$ cat config.mk
export PLATFORM = sky130hd
export DESIGN_NAME = prbs_err_gen
export DESIGN_NICKNAME = d
export VERILOG_FILES = /design/src/rtl/prbs_gen_pkg.sv /design/src/rtl/prbs_err_edge.sv /design/src/rtl/prbs_step.sv /design/src/rtl/prbs_step_bank.sv /design/src/rtl/prbs_preamble_ctl.sv /design/src/rtl/prbs_err_gen.sv
export SDC_FILE = /design/constraint.sdc
export NUM_CORES = 1
export LEC_CHECK = 0
export ABC_AREA = 1
export ABC_CLOCK_PERIOD_IN_PS = 1800
export BUFFER_PORTS_ARGS = -buffer_cell sky130_fd_sc_hd__buf_2
export CORE_MARGIN = 1.5
export CORE_UTILIZATION = 30
export DETAILED_ROUTE_END_ITERATION = 8
export SLEW_MARGIN = 30
export SYNTH_ARGS = -nofsm -noshare
export SYNTH_HDL_FRONTEND = slang
export SYNTH_SLANG_ARGS = --single-unit
$ cat constraint.sdc
create_clock -name clk_i -period 1.8 [get_ports clk_i]
set_clock_uncertainty 0.15 [all_clocks]
set_input_delay 0.45 -clock clk_i [delete_from_list [all_inputs] [get_ports clk_i]]
set_output_delay 0.45 -clock clk_i [all_outputs]
set_load 0.02 [all_outputs]
$ cat src/rtl/prbs_gen_pkg.sv
package prbs_gen_pkg;
  localparam int LFSR_W  = 31;
  localparam int NUM_PAT = 4;

  typedef enum logic [1:0] {PAT_P7, PAT_P15, PAT_P23, PAT_P31} pat_e;

  function automatic int tap_len(input int idx);
    case (idx)
      0:       return 7;
      1:       return 15;
      2:       return 23;
      default: return 31;
    endcase
  endfunction

  function automatic int tap_mid(input int idx);
    case (idx)
      0:       return 6;
      1:       return 14;
      2:       return 18;
      default: return 28;
    endcase
  endfunction
endpackage

$ cat src/rtl/prbs_err_edge.sv
module prbs_err_edge (
  input  logic clk_i,
  input  logic rst_ni,
  input  logic err_i,
  output logic pulse_o
);
  logic err_d;

  always_ff @(posedge clk_i or negedge rst_ni) begin
    if (!rst_ni) err_d <= 1'b0;
    else         err_d <= err_i;
  end

  assign pulse_o = err_i & ~err_d;

  p_single_pulse_r6: assert property (@(posedge clk_i) disable iff (!rst_ni)
    pulse_o |=> !pulse_o);
endmodule

$ cat src/rtl/prbs_step.sv
module prbs_step #(
  parameter int N  = 7,
  parameter int M  = 6,
  parameter int W  = 20,
  parameter int SW = 31
) (
  input  logic [SW-1:0] st_i,
  output logic [SW-1:0] st_o,
  output logic [W-1:0]  word_o
);
  logic [SW-1:0] s;
  logic [W-1:0]  w;
  logic          b;

  // unrolled W-step shift; s[0] holds the newest bit
  always_comb begin
    s = st_i;
    w = '0;
    b = 1'b0;
    for (int j = 0; j < W; j++) begin
      b        = s[N-1] ^ s[M-1];
      w[W-1-j] = b;
      s        = {s[SW-2:0], b};
    end
    st_o   = s;
    word_o = w;
  end
endmodule

$ cat src/rtl/prbs_step_bank.sv
module prbs_step_bank
  import prbs_gen_pkg::*;
#(
  parameter int W = 20
) (
  input  pat_e              pat_i,
  input  logic [LFSR_W-1:0] st_i,
  output logic [LFSR_W-1:0] st_o,
  output logic [W-1:0]      word_o
);
  logic [LFSR_W-1:0] st_a [NUM_PAT];
  logic [W-1:0]      wd_a [NUM_PAT];

  for (genvar g = 0; g < NUM_PAT; g++) begin : g_poly
    prbs_step #(
      .N (tap_len(g)),
      .M (tap_mid(g)),
      .W (W),
      .SW(LFSR_W)
    ) u_step (
      .st_i  (st_i),
      .st_o  (st_a[g]),
      .word_o(wd_a[g])
    );
  end

  assign st_o   = st_a[pat_i];
  assign word_o = wd_a[pat_i];
endmodule

$ cat src/rtl/prbs_preamble_ctl.sv
module prbs_preamble_ctl #(
  parameter int PRE_LEN = 16,
  localparam int CW     = $clog2(PRE_LEN + 1)
) (
  input  logic clk_i,
  input  logic rst_ni,
  input  logic srst_i,
  output logic in_pre_o
);
  logic [CW-1:0] cnt_q;

  assign in_pre_o = (cnt_q < CW'(PRE_LEN));

  always_ff @(posedge clk_i or negedge rst_ni) begin
    if (!rst_ni)       cnt_q <= '0;
    else if (srst_i)   cnt_q <= '0;
    else if (in_pre_o) cnt_q <= cnt_q + 1'b1;
  end

  p_pre_bound_r1: assert property (@(posedge clk_i) disable iff (!rst_ni)
    cnt_q <= CW'(PRE_LEN));
  p_pre_restart_r8: assert property (@(posedge clk_i) disable iff (!rst_ni)
    srst_i |=> in_pre_o);
endmodule

$ cat src/rtl/prbs_err_gen.sv
module prbs_err_gen
  import prbs_gen_pkg::*;
#(
  parameter int               W        = 20,
  parameter int               PRE_LEN  = 16,
  parameter logic [W-1:0]     PRE_WORD = 20'h3EB05
) (
  input  logic         clk_i,
  input  logic         rst_ni,
  input  logic         srst_i,
  input  logic [3:0]   pattern_sel_i,
  input  logic         err_insert_i,
  output logic [W-1:0] data_o
);
  localparam logic [LFSR_W-1:0] SEED = '1;

  pat_e              pat_q;
  logic              fresh_q;
  logic [LFSR_W-1:0] st_q, st_nx;
  logic [W-1:0]      wd_nx, data_q;
  logic              in_pre, pulse;

  prbs_err_edge u_edge (
    .clk_i  (clk_i),
    .rst_ni (rst_ni),
    .err_i  (err_insert_i),
    .pulse_o(pulse)
  );

  prbs_preamble_ctl #(.PRE_LEN(PRE_LEN)) u_pre (
    .clk_i   (clk_i),
    .rst_ni  (rst_ni),
    .srst_i  (srst_i),
    .in_pre_o(in_pre)
  );

  prbs_step_bank #(.W(W)) u_bank (
    .pat_i (pat_q),
    .st_i  (st_q),
    .st_o  (st_nx),
    .word_o(wd_nx)
  );

  // pattern is captured only when leaving a reset
  always_ff @(posedge clk_i or negedge rst_ni) begin
    if (!rst_ni) begin
      pat_q   <= PAT_P7;
      fresh_q <= 1'b1;
    end else if (srst_i || fresh_q) begin
      pat_q   <= pat_e'(pattern_sel_i[1:0]);
      fresh_q <= 1'b0;
    end
  end

  always_ff @(posedge clk_i or negedge rst_ni) begin
    if (!rst_ni) begin
      st_q   <= SEED;
      data_q <= '0;
    end else if (srst_i) begin
      st_q   <= SEED;
      data_q <= '0;
    end else if (in_pre) begin
      data_q <= PRE_WORD ^ W'(pulse);
    end else begin
      st_q   <= st_nx;
      data_q <= wd_nx ^ W'(pulse);
    end
  end

  assign data_o = data_q;

  p_pat_hold_r5: assert property (@(posedge clk_i) disable iff (!rst_ni)
    (!srst_i && !fresh_q) |=> $stable(pat_q));
  p_srst_zero_r8: assert property (@(posedge clk_i) disable iff (!rst_ni)
    srst_i |=> (data_o == '0));
  p_pre_word_r1: assert property (@(posedge clk_i) disable iff (!rst_ni)
    (in_pre && !srst_i && !err_insert_i) |=> (data_o == PRE_WORD));
  p_state_live_r2: assert property (@(posedge clk_i) disable iff (!rst_ni)
    st_q != '0);
  p_seed_hold_r7: assert property (@(posedge clk_i) disable iff (!rst_ni)
    (in_pre && !srst_i) |=> (st_q == SEED));
endmodule

* Yosys cells after proc, flatten, opt, wreduce, memory -nomap -nowiden
Cells that the tools add are included.
** Operators by class
- Add/sub/neg operators :: 1
- Order comparisons :: 2
- Equality and inequality tests :: 1
- Muxes and demuxes :: 12
- Bitwise operators :: 79
- Reductions and logical operators :: 2
** Operators by type and width (count)
- two-way mux 31 bit :: 4
- two-way mux 20 bit :: 4
- bitwise XOR 1 bit :: 74
- binary-select mux 31 bit (select 2 bit) :: 1
- binary-select mux 20 bit (select 2 bit) :: 1
- bitwise XOR 20 x 1 -> 20 bit :: 1
- two-way mux 5 bit :: 2
- inverter 1 -> 10 bit :: 1
- adder 5 x 1 -> 5 bit, second input constant :: 1
- less-than comparator 5 bit, second input constant :: 1
- >= comparator 3 bit, second input constant :: 1
- inverter 2 -> 3 bit :: 1
- != test 2 bit, second input constant :: 1
- nonzero test 2 bit :: 1
- bitwise AND 1 bit :: 1
- logical OR 1 bit :: 1
- inverter 1 bit :: 1
** Storage, ports and cells
- Register bits :: 60
- Output and inout bits :: 20

* Depth between registers and ports, before layout
Gate-level depths: netlist of the first run.
- Depth after elaboration :: 10
- Depth in mapped cells :: 14
- Mapped depth without buffers :: 13

* Cells and area by module
From an unflattened synthesis of the first run, not the netlist that was laid out.
** Unflattened totals
- Cells, all modules :: 1210
- Area total of the unflattened synthesis :: 6925.4 µm²
** Modules (own cells, without submodules)
- prbs_step_bank :: instances 1, cells an instance 596, area an instance 2459.9 µm²
- prbs_err_gen :: instances 1, cells an instance 216, area an instance 2098.3 µm²
- prbs_step at u_bank.g_poly[1].u_step :: instances 1, cells an instance 102, area an instance 558.0 µm²
- prbs_step at u_bank.g_poly[3].u_step :: instances 1, cells an instance 115, area an instance 551.8 µm²
- prbs_step at u_bank.g_poly[0].u_step :: instances 1, cells an instance 81, area an instance 519.2 µm²
- prbs_step at u_bank.g_poly[2].u_step :: instances 1, cells an instance 70, area an instance 473.0 µm²
- prbs_preamble_ctl :: instances 1, cells an instance 27, area an instance 230.2 µm²
- prbs_err_edge :: instances 1, cells an instance 3, area an instance 35.0 µm²

* Least setup slack after synthesis of the first run
OpenSTA, ideal clock, no wires.
- Path type :: register to register
- Start :: register st_q[5]
- End :: register data_q[0] (netlist: data_o[0])
- Setup time :: 0.114 ns
- Arrival :: 1.368 ns
- Data required time :: 1.536 ns
- Setup slack :: 0.168 ns
- Stages on the path, launching flop included :: 15
- Period minus slack after synthesis :: 1.632 ns
- Cell sequence :: dfstp_2 buf_4 clkinv_4 nand2_1 nand2_1 nand2_1 nand2_1 nand2_1 nand3_1 nand2_1 nand2_1 nand3_1 nand2_1 inv_1 nor2_1
** On the way
- Word-level cells in the longest chain between the ends :: 10
** Ends and longest elaborated chain
- start, declared :: RTL line prbs_err_gen.sv:19 : logic [LFSR_W-1:0] st_q, st_nx;
- start signal, assigned :: RTL line prbs_err_gen.sv:65 : st_q <= st_nx;
- bitwise XOR 1 bit (3 in series) :: RTL line prbs_step.sv:21 : b = s[N-1] ^ s[M-1];
- bitwise XOR 1 bit * :: RTL line prbs_step.sv:21
- binary-select mux 20 bit (select 2 bit) * :: RTL line prbs_step_bank.sv:28 : assign word_o = wd_a[pat_i];
- two-way mux 20 bit (not written as such) * (2 in series) :: RTL line prbs_step_bank.sv:28
- bitwise XOR 20 x 1 -> 20 bit * :: RTL line prbs_err_gen.sv:66 : data_q <= wd_nx ^ W'(pulse);
- two-way mux 20 bit * :: RTL line prbs_err_gen.sv:62 : end else if (in_pre) begin
- two-way mux 20 bit * :: RTL line prbs_err_gen.sv:59 : end else if (srst_i) begin
- end signal, assigned :: RTL line prbs_err_gen.sv:63 : data_q <= PRE_WORD ^ W'(pulse);
- end signal, assigned :: RTL line prbs_err_gen.sv:66
- end, declared :: RTL line prbs_err_gen.sv:20 : logic [W-1:0] wd_nx, data_q;
Every way passes the cells marked *; elsewhere a longest branch is shown, timed or not. The select of a mux whose other input is x is not followed.
A chain may end at the register's enable or synchronous reset.

* Final worst setup path of the first run
- Start :: register st_q[13]
- End :: register st_q[5]
** On the way
- Word-level cells in the longest chain between the ends :: 7
** Ends and longest elaborated chain
- bitwise XOR 1 bit (2 in series) :: RTL line prbs_step.sv:21
- binary-select mux 31 bit (select 2 bit) * :: RTL line prbs_step_bank.sv:27 : assign st_o = st_a[pat_i];
- two-way mux 31 bit (not written as such) * (2 in series) :: RTL line prbs_step_bank.sv:27
- two-way mux 31 bit * :: RTL line prbs_err_gen.sv:62
- two-way mux 31 bit * :: RTL line prbs_err_gen.sv:59
Marked as above.

==> impl_results.md, run 1 <==
- Cts bufs inserted: 9
- Vias: 3,389
- MaxCap Viol Count: 0
- Yosys warning count: 0
- Main synth FF type: dfstp_2
- CTS Root Buffer Type: clkbuf_16
- Fin util: 0.3951
- Ys async rst share: 1.000
- Worst path bufs/invs: 4
- Vias/cell: 5.089
- # port buffers: 25
- Area after DPL: 0.004068 mm2
- Fin area: 0.004531 mm2
- Synthesized flop and latch total: 60
- Placer Congestion: 0.9147
- Syn_nets: 474
- Max Root-Sink Buffers: 2
- Leakage: 2.164 nW
- Share of cells above drive strength 1: 0.3002
- Reg2reg setup slack: 0.008 ns
- Crit-path cells: inv_1 -> buf_4 -> nor2_1 -> o311ai_0 -> buf_4 -> nand3_1 -> o21ai_0 -> inv_1
- Reg2reg end: st_q[5]$_DFFE_PN1P_
- Dpl cells: 645
- Setup slack after placement: 0.004244 ns
- IO Pins: 28
- Syn Inst Count: 465
- Layout fillers: 1,175
- Worst endpoint data arrival time: 1.90 ns
- Largest net degree at the start of global routing: 61
- Peak supply drop: 0.4260 mV
- GRT overflow: 0
- Drt wl/cell: 16.13 um
- Die area: 0.01248 mm2
- CP Class: flip-flop to flip-flop
- DRT iter0 DRCs: 317
- Residual DRC: 0
- Total Neg Setup Slack: 0 ns
- ANT nets after route: 0
- # nets final: 527
- Status: finished, final reports clean
- Syn-to-layout area delta: 27.73%
- Hold Path Depth: 1
- CP max stage delay: 0.42 ns
- Worst hold slack: 0.09074 ns
- Final Critical Period: 1.792 ns
- Mapped Area: 0.003547 mm2
- First-pass GRT wire length: 17,390 um
- Final setup margin: 0.008267 ns
- Post-Route WL: 10,750 um
- Number of synthesized flops with an enable pin: 0
- Crit. End Element: flip-flop
- Power, Total: 3.482 mW
- Max FO, Critical Path: 5
- Clock Sink Count: 60
- Antenna cells: 0
- Initial Utilization: 0.3093
- Vias in the first global route: 3,227
- Worst-Skew Late Latency: 0.33 ns
- Slowest CP cell: o311ai_0
- Hold path start: err_insert_i
- Die Span Y: 111.7 um
- Initial antenna violation count: 0
- 1st-pass router iterations: 5
- Clock transition at path regs: 0.05 ns
- Register area share after synthesis: 0.4346
- Detailed placement HPWL: 7459 um
- TritonCTS clock tree: done
- H-tree levels: 3
- Syn_area_per_cell: 7.628 um2
- CORE AREA: 0.01147 mm2
- CP delay by family, top: buffers and inverters
- F_max: 558.1 MHz
- Crit share post-route: 0.9954
- RSZ-0062 raised after global routing: yes
- Max Slew Vio Count: 0
- Pwr Density: 768.6 mW/mm2
- Worst min-delay path category: primary input to flip-flop
- Cell variety after synth: 36
- Most common cell after layout, fill and taps aside: nand2_1
- R2R depth: 8
- Final hold vios: 0
- Setup Viol. Count Final: 0
- Most frequent cells in the layout: 76 x nand2_1, 47 x inv_1, 41 x o21ai_0, 40 x a21oi_1, 37 x buf_4
- Worst r2r src: st_q[13]$_DFFE_PN1P_
- Site Rows: 39
- Endpoint, Worst Hold: u_edge.err_d$_DFF_PN0_
- Die Wd: 111.7 um
- Total GRT Usage: 0.1749
- Worst EP required: 1.91 ns
- Fin cells: 666
- CP Launch Type: flip-flop
[layer usage]
metal / global-route usage / routed length (um)
met1: 0.2428 / 5112
met2: 0.2748 / 4905
met3: 0.03375 / 532
met4: 0.05654 / 194
met5: 0 / 0
[worst reg2reg max path, delay by kind of cell, from the launching register on]
| family | cells | cell delay, ns |
|---|---|---|
| buf+inv | 4 | 0.57 |
| compound gates | 2 | 0.51 |
| flops | 1 | 0.40 |
| simple gates | 2 | 0.11 |
[flip-flops by register name, summed over array words and instances, names as in the netlist]
register      cells
st_q             31
data_o           20
u_edge.err_d      1
fresh_q           1
pat_q             2
u_pre.cnt_q       5
[report_power, final]
part           internal, mW  switching [mW]  total [mW]  leakage [nW]
Clock                  1.07           0.636        1.71         0.142
Combinational         0.130           0.247       0.377          1.33
Sequential             1.38          0.0168        1.40         0.692
Total                  2.58           0.900        3.48          2.16
[timing repair]
action / in CTS / in global routing
buffers inserted: 0 / 4
pin swaps: 0 / 7
hold buffers: 1 / 0
setup endpoints to repair: 1 / 29
endpoints found under the hold margin: 5 / 0
gates resized for setup: 1 / 42
[synthesized netlist by cell type, types with 2 or more instances]
library cell / n / area (um2)
inv_2: 4 / 15.01
nor2_1: 40 / 150.1
a211oi_1: 3 / 22.52
nand2_1: 89 / 334.1
xnor2_1: 12 / 105.1
a21oi_1: 41 / 205.2
xor2_1: 4 / 35.03
a22oi_1: 15 / 112.6
inv_1: 50 / 187.7
o22ai_1: 4 / 25.02
nand3_1: 31 / 155.2
buf_2: 10 / 50.05
o21ai_0: 48 / 240.2
dfrtp_1: 28 / 700.7
nand2_2: 4 / 25.02
o311ai_0: 2 / 17.52
o211ai_1: 9 / 67.56
o21ai_1: 3 / 15.01
clkbuf_1: 14 / 52.55
a31oi_1: 2 / 12.51
nand4_1: 2 / 12.51
o311ai_1: 5 / 43.79
dfstp_2: 32 / 840.8
[cell type report]
cell class                 count  area [um2]  share of cell area
timing repair buffer          68       513.0              0.1132
multi-input combinational    324        1785              0.3941
clock buffer                  10       229.0             0.05054
clock inverter                 6       65.06             0.01436
tap                          143       178.9             0.03949
sequential                    60        1543              0.3405
inverter                      55       216.5             0.04778
[worst max path at each step]
stage | start | end | depth (start not counted)
2_1_floorplan | st_q[5]$_DFFE_PN1P_ | data_o[0]$_DFF_PN0_ | 14
3_3_place_gp | st_q[13]$_DFFE_PN1P_ | st_q[5]$_DFFE_PN1P_ | 8
3_5_place_dp | st_q[3]$_DFFE_PN1P_ | data_o[16]$_DFF_PN0_ | 7
4_1_cts | st_q[13]$_DFFE_PN1P_ | st_q[5]$_DFFE_PN1P_ | 8
5_1_grt | st_q[5]$_DFFE_PN1P_ | data_o[0]$_DFF_PN0_ | 13
6_report | st_q[13]$_DFFE_PN1P_ | st_q[5]$_DFFE_PN1P_ | 8
[cells by family (layout without fill, tap and decap cells)]
kind of cell             after synthesis  in the layout  share of synthesized area
flip-flops                            60             60                     0.4346
other                                  1              1                   0.001057
XOR/XNOR                              18             18                    0.04868
AND/OR/NAND/NOR                      170            170                     0.1989
AO/OA/AOI/OAI                        134            134                     0.2194
adder cells (fa/ha/maj)                1              1                   0.003527
buffers and inverters                 81            139                    0.09383
(Power assumes the default switching activity.)
==> run 2: changes to the inputs <==
CTS_BUF_LIST = sky130_fd_sc_hd__clkbuf_8   (was unset)
==> run 2 against run 1 <==
Compared with the run above: die area is the same; worst hold slack lost 0.027 ns; utilization shrank 0.60 points; cell count is the same; global-route usage grew 0.069 points; power shrank 14%; largest power group is now sequential cells; clock-buffer cell count shrank 1; first-iteration DRC count shrank 4.4%; critical path type unchanged.
==> impl_results.md, run 2 (synthesized netlist as in run 1, its figures left out) <==
- Setup Viol. Count Final: 0 (unchanged)
- Die Wd: 111.7 um (unchanged)
- Dpl cells: 645 (unchanged)
- CP Launch Type: flip-flop
- Combinational share of power: 0.126 (+0.018)
- # nets final: 527 (unchanged)
- Reg2reg setup slack: 0.007 ns (about the same)
- Worst r2r src: st_q[13]$_DFFE_PN1P_
- CP Class: flip-flop to flip-flop
- Max FO, Critical Path: 5 (unchanged)
- Max Slew Vio Count: 0 (unchanged)
- Most common cell after layout, fill and taps aside: nand2_1
- Share of cells above drive strength 1: 0.3078 (+0.007648)
- TritonCTS clock tree: done
- Final hold vios: 0 (unchanged)
- Site Rows: 39 (unchanged)
- F_max: 557.8 MHz (about the same)
- Initial Utilization: 0.3093 (unchanged)
- Most frequent cells in the layout: 76 x nand2_1, 48 x inv_1, 40 x a21oi_1, 39 x o21ai_0, 36 x buf_4
- Vias in the first global route: 3,241 (+0.43%)
- Max Root-Sink Buffers: 2 (unchanged)
- Reg2reg end: st_q[5]$_DFFE_PN1P_
- Peak supply drop: 0.3858 mV (-9.4%)
- R2R depth: 8 (unchanged)
- Vias: 3,405 (+0.47%)
- Syn-to-layout area delta: 25.78%
- H-tree levels: 3 (unchanged)
- First-pass GRT wire length: 17,360 um (-0.20%)
- Initial antenna violation count: 0 (unchanged)
- Max FFs per register: 31 (unchanged)
- Pwr Density: 670.7 mW/mm2 (-13%)
- Status: finished, final reports clean
- IO Pins: 28 (unchanged)
- Antenna cells: 0 (unchanged)
- Placer Congestion: 0.9147 (unchanged)
- Top reg by flops: st_q
- 1st-pass router iterations: 5 (unchanged)
- Worst endpoint data arrival time: 1.92 ns (+0.02 ns)
- Vias/cell: 5.113 (+0.47%)
- Drt wl/cell: 16.12 um (-0.11%)
- Worst hold slack: 0.06419 ns (-0.02656 ns)
- Worst min-delay path category: primary input to flip-flop
- Hold path start: err_insert_i
- Worst EP required: 1.93 ns (+0.02 ns)
- Clock power share: 0.407 (-0.083)
- Total Neg Setup Slack: 0 ns (unchanged)
- Post-Route WL: 10,730 um (-0.11%)
- DRT iter0 DRCs: 303 (-4.4%)
- Worst-Skew Late Latency: 0.35 ns (+0.02 ns)
- RSZ-0062 raised after global routing: yes
- # port buffers: 25 (unchanged)
- Die Span Y: 111.7 um (unchanged)
- Final Critical Period: 1.793 ns (+0.001023 ns)
- Detailed placement HPWL: 7459 um (unchanged)
- Endpoint, Worst Hold: u_edge.err_d$_DFF_PN0_
- Cell Int Power: 2.143 mW (-17%)
- Clock transition at path regs: 0.07 ns (+0.02 ns)
- Crit share post-route: 0.9960 (about the same)
- Crit. End Element: flip-flop
- Clock Sink Count: 60 (unchanged)
- ANT nets after route: 0 (unchanged)
- Cts bufs inserted: 9 (unchanged)
- Die area: 0.01248 mm2 (unchanged)
- Total GRT Usage: 0.1756 (+0.0006931)
- Switching power: 0.8490 mW (-5.6%)
- CTS Root Buffer Type: clkbuf_8
- CORE AREA: 0.01147 mm2 (unchanged)
- Flop pwr share: 0.467 (+0.065)
- Leakage: 2.137 nW (-1.2%)
- Fin cells: 666 (unchanged)
- Largest net degree at the start of global routing: 61 (unchanged)
- GRT overflow: 0 (unchanged)
- Hold Path Depth: 1 (unchanged)
- Residual DRC: 0 (unchanged)
- MaxCap Viol Count: 0 (unchanged)
- Switch share: 0.2837 (+0.02538)
run 2: layer usage:
layer / global-route usage / part of all wire / up-vias
li1: - / - / 1655
met1: 0.2435 / 0.46 / 1622
met2: 0.2711 / 0.46 / 109
met3: 0.03212 / 0.054 / 19
met4: 0.07004 / 0.023 / 0
met5: 0 / 0 / -
run 2: area by class of cell:
cell class                 count  area (um2)
clock buffer                   9       123.9
inverter                      55       214.0
tap                          143       178.9
multi-input combinational    324        1817
fill                        1182        7005
clock inverter                 7       68.82
timing repair buffer          68       516.7
sequential                    60        1543
run 2: power groups by stage:
| stage | Combinational (mW) | Clock [mW] | Sequential, mW |
|---|---|---|---|
| 2_1_floorplan | 0.193 | 0 | 1.43 |
| 3_3_place_gp | 0.357 | 0 | 1.42 |
| 3_5_place_dp | 0.358 | 0 | 1.42 |
| 4_1_cts | 0.362 | 1.25 | 1.39 |
| 5_1_grt | 0.421 | 1.31 | 1.40 |
| 6_report | 0.378 | 1.22 | 1.40 |
run 2: critical path, cell delays in order, from the launching register on:
cell and delay (ns):
dfstp_2 0.41, inv_1 0.16, buf_4 0.15, nor2_1 0.03, o311ai_0 0.42, buf_4 0.20, nand3_1 0.08, o21ai_0 0.09
inv_1 0.06
run 2: worst max path at each step:
stage,startpoint,to,slack (ns),cells past startpoint
after floorplan,st_q[5]$_DFFE_PN1P_,data_o[0]$_DFF_PN0_,0.17,14
after global placement,st_q[13]$_DFFE_PN1P_,st_q[5]$_DFFE_PN1P_,0.01,8
after detailed placement,st_q[3]$_DFFE_PN1P_,data_o[16]$_DFF_PN0_,0.004,7
after CTS,st_q[13]$_DFFE_PN1P_,st_q[5]$_DFFE_PN1P_,0.008,8
after global routing,st_q[5]$_DFFE_PN1P_,data_o[0]$_DFF_PN0_,-0.09,13
final,st_q[13]$_DFFE_PN1P_,st_q[5]$_DFFE_PN1P_,0.007,8
run 2: what timing repair did:
item / 4_1_cts / 5_1_grt
hold endpoints to repair: 28 / 0
hold buffers: 1 / 0
pin swaps: 0 / 8
buffers inserted: 0 / 4
setup endpoints to repair: 1 / 29
gates resized for setup: 1 / 50
run 2: metrics by stage:
step                utilization  power [mW]  worst slack [ns]  cell area (um2)
floorplan                     -       1.627            0.1683             3547
global placement         0.3547       1.774          0.009597             4068
detailed placement       0.3547       1.776          0.004244             4068
CTS                      0.3726       3.007          0.007742             4273
global route             0.3891       3.126          -0.09261             4462
finish                   0.3891       2.992          0.007244             4462
==> run 3: changes to the inputs <==
CORE_UTILIZATION = 45   (was 30)
SYNTH_HIERARCHICAL = 1   (was unset)
TNS_END_PERCENT = 20   (was unset)
==> run 3 against run 2 <==
Compared with the run above: the flow now finishes with violations (setup timing); sequential power hardly changed; combinational power is 88% higher; design area is 58% higher; area after synthesis is 95% higher; highest routed layer unchanged; critical path type unchanged; critical path depth is 6 higher; power is 14% higher; die area is 29% higher; cell count is 100% higher; worst hold slack worse by 0.0042 ns; via count is 80% higher; utilization is 7.9 points higher.
==> impl_results.md, run 3 <==
- Status: complete, but fails checks
- Failing checks: setup timing
- Worst-Skew Late Latency: 0.37 ns (+0.02 ns)
- Switching power: 1.075 mW (+27%)
- Site Rows: 45 (+15%)
- Die area: 0.01614 mm2 (+29%)
- Cell Int Power: 2.349 mW (+9.6%)
- Total GRT Usage: 0.2247 (+0.04908)
- Max Root-Sink Buffers: 2 (unchanged)
- Crit share post-route: 1.027 (+0.03104)
- Multi-input gate area: 0.003322 mm2 (+83%)
- Fin area: 0.007063 mm2 (+58%)
- Die Wd: 127.1 um (+14%)
- Pwr Density: 484.8 mW/mm2 (-28%)
- Syn_area_per_cell: 5.723 um2 (-25%)
- Main synth FF type: dfstp_2
- Max FFs per register: 31 (unchanged)
- Residual DRC: 0 (unchanged)
- CP max stage delay: 0.61 ns (+0.19 ns)
- Worst EP required: 1.91 ns (-0.02 ns)
- Initial Utilization: 0.4590 (+0.1496)
- F_max: 540.9 MHz (-3.0%)
- Share of cells above drive strength 1: 0.1805 (-0.1274)
- TritonCTS clock tree: done
- Combinational share of power: 0.208 (+0.082)
- Post-Route WL: 17,270 um (+61%)
- Setup Viol. Count Final: 8 (+8)
- Mapped Area: 0.006925 mm2 (+95%)
- Synth cell count leaders: 429 x nand2_1, 248 x inv_1, 130 x buf_4
- Synthesized flop and latch total: 60 (unchanged)
- Yosys warning count: 6 (+6)
- Final setup margin: -0.04863 ns (-0.05587 ns)
- Leakage: 4.247 nW (+99%)
- Clock Sink Count: 60 (unchanged)
- Top-count cell post-synth: nand2_1
- Final hold vios: 0 (unchanged)
- Synth top area share: 0.2325 (-0.004517)
- Syn-to-layout area delta: 1.987%
- Power, Total: 3.424 mW (+14%)
- Cts bufs inserted: 9 (unchanged)
- Antenna cells: 0 (unchanged)
- CP Launch Type: flip-flop
- IO Pins: 28 (unchanged)
- Placer Congestion: 0.8796 (-3.8%)
- Initial antenna violation count: 0 (unchanged)
- Vias in the first global route: 5,406 (+67%)
- FF+latch area: 0.001546 mm2 (+0.24%)
- Crit. End Element: flip-flop
- CTS Root Buffer Type: clkbuf_8
- Layout fillers: 1,605 (+36%)
- Worst path bufs/invs: 2 (-2)
- DRT iter0 DRCs: 467 (+54%)
- Top reg by flops: st_q
- GRT overflow: 0 (unchanged)
- MaxCap Viol Count: 0 (unchanged)
- Worst endpoint data arrival time: 1.95 ns (+0.03 ns)
- Register area share after synthesis: 0.2226 (-0.2120)
- Crit-path cells: buf_4 -> nand2_2 -> nand3_1 -> nand2_1 -> nand2_1 -> nand2_2 -> inv_1 -> nand2_1 -> nand3_1 -> nand2_1 -> nor2_1 -> nand2_1 -> nand2_1 -> nor2_1
- Largest net degree at the start of global routing: 79 (+30%)
- Most frequent cells in the layout: 413 x nand2_1, 245 x inv_1, 117 x nand3_1, 79 x nor2_1, 59 x buf_4
- ANT nets after route: 0 (unchanged)
- Switch share: 0.3141 (+0.03038)
- Cell variety after synth: 24 (-33%)
- Most used cell, CP: nand2_1
- Drt wl/cell: 12.94 um (-20%)
- Vias: 6,133 (+80%)
- Ranking of synthesized cells by area: nand2_1 23%, buf_4 14%, inv_1 13%
- Number of synthesized flops with an enable pin: 0 (unchanged)
- Final Critical Period: 1.849 ns (+0.05587 ns)
- CP Class: flip-flop to flip-flop
- Setup slack after placement: -0.01798 ns (-0.02223 ns)
- # port buffers: 25 (unchanged)
- RSZ-0062 raised after global routing: yes
- Clock power share: 0.384 (-0.023)
- Area leader, netlist: nand2_1
- # nets final: 1,151 (+120%)
- Detailed placement HPWL: 12,230 um (+64%)
- Flop pwr share: 0.408 (-0.059)
- Syn_nets: 1,219 (+160%)
- Max FO, Critical Path: 6 (+1)
- Area after DPL: 0.006546 mm2 (+61%)
- Max Slew Vio Count: 0 (unchanged)
- Die Span Y: 127.1 um (+14%)
- CORE AREA: 0.01509 mm2 (+32%)
- Ys async rst share: 1.000 (unchanged)
- H-tree levels: 3 (unchanged)
- CP delay by family, top: simple AND/OR/NAND/NOR gates
- Syn Inst Count: 1,210 (+160%)
- Worst min-delay path category: primary input to flip-flop
- Vias/cell: 4.594 (-10%)
- Fin cells: 1,335 (+100%)
- Peak supply drop: 0.2768 mV (-28%)
- 1st-pass router iterations: 4 (-1)
- Most common cell after layout, fill and taps aside: nand2_1
- Dpl cells: 1,308 (+100%)
- Clock transition at path regs: 0.07 ns (about the same)
- First-pass GRT wire length: 28,220 um (+63%)
- Slowest CP cell: dfstp_2
-- run 3: final timing paths --
kind,startpoint,to,slack [ns],cells after the start
hold / removal,err_insert_i,u_edge/err_d$_DFF_PN0_,0.06,1
setup / recovery,st_q[5]$_DFFE_PN1P_,data_o[0]$_DFF_PN0_,-0.05,14
hold reg to reg,st_q[30]$_DFFE_PN1P_,st_q[30]$_DFFE_PN1P_,0.37,2
max in group asynchronous,rst_ni,st_q[27]$_DFFE_PN1P_,0.70,3
min in group asynchronous,rst_ni,data_o[6]$_DFF_PN0_,0.47,3
setup reg to reg,st_q[5]$_DFFE_PN1P_,data_o[0]$_DFF_PN0_,-0.05,14
-- run 3: timing repair --
action	in CTS	in global routing
resized for setup	5	42
pin swaps	2	11
endpoints found under the setup margin	10	32
setup buffers	2	8
hold endpoints to repair	28	0
hold buffers	1	0
cloned	0	0
-- run 3: per-layer routing --
layer,share of wire,routed length [um],GRT usage,vias up
met5,0,0,0,-
met2,0.45,7800,0.3568,127
met4,0.031,541,0.09893,0
li1,-,-,-,3230
met3,0.038,660,0.03350,31
met1,0.48,8271,0.3041,2745
-- run 3: cells by family (layout without fill, tap and decap cells) --
group,Yosys count,in the layout,synth area share
simple gates,668,668,0.3937
buf+inv,436,373,0.3268
flops,60,60,0.2226
xor+xnor,38,38,0.05023
compound gates,6,6,0.004335
fa+ha+maj,1,1,0.001806
other cells,1,1,0.0005415
-- run 3: power by group through the flow --
stage | Combinational, mW | Clock (mW) | Sequential [mW]
final | 0.711 | 1.32 | 1.40
after global routing | 0.804 | 1.42 | 1.40
after CTS | 0.705 | 1.34 | 1.40
after detailed placement | 0.700 | 0 | 1.42
after global placement | 0.693 | 0 | 1.42
after floorplan | 0.492 | 0 | 1.44
-- run 3: area by class of cell --
class / count / share of cell area
multi-input cells: 714 / 0.4703
inverters: 260 / 0.1385
well taps: 188 / 0.03330
clock buffers: 12 / 0.02338
clock inverters: 4 / 0.005846
flip-flops and latches: 60 / 0.2190
repair buffers: 97 / 0.1097
-- run 3: metrics by stage --
stage | util | TNS, ns | hold slack (ns)
after floorplan | - | -0.3372 | 0.004409
after global placement | 0.4338 | -0.03878 | 0.3389
after detailed placement | 0.4338 | -0.04748 | 0.3381
after CTS | 0.4510 | -0.07705 | 0.04533
after global routing | 0.4681 | -2.517 | 0.05718
final | 0.4681 | -0.2287 | 0.05999
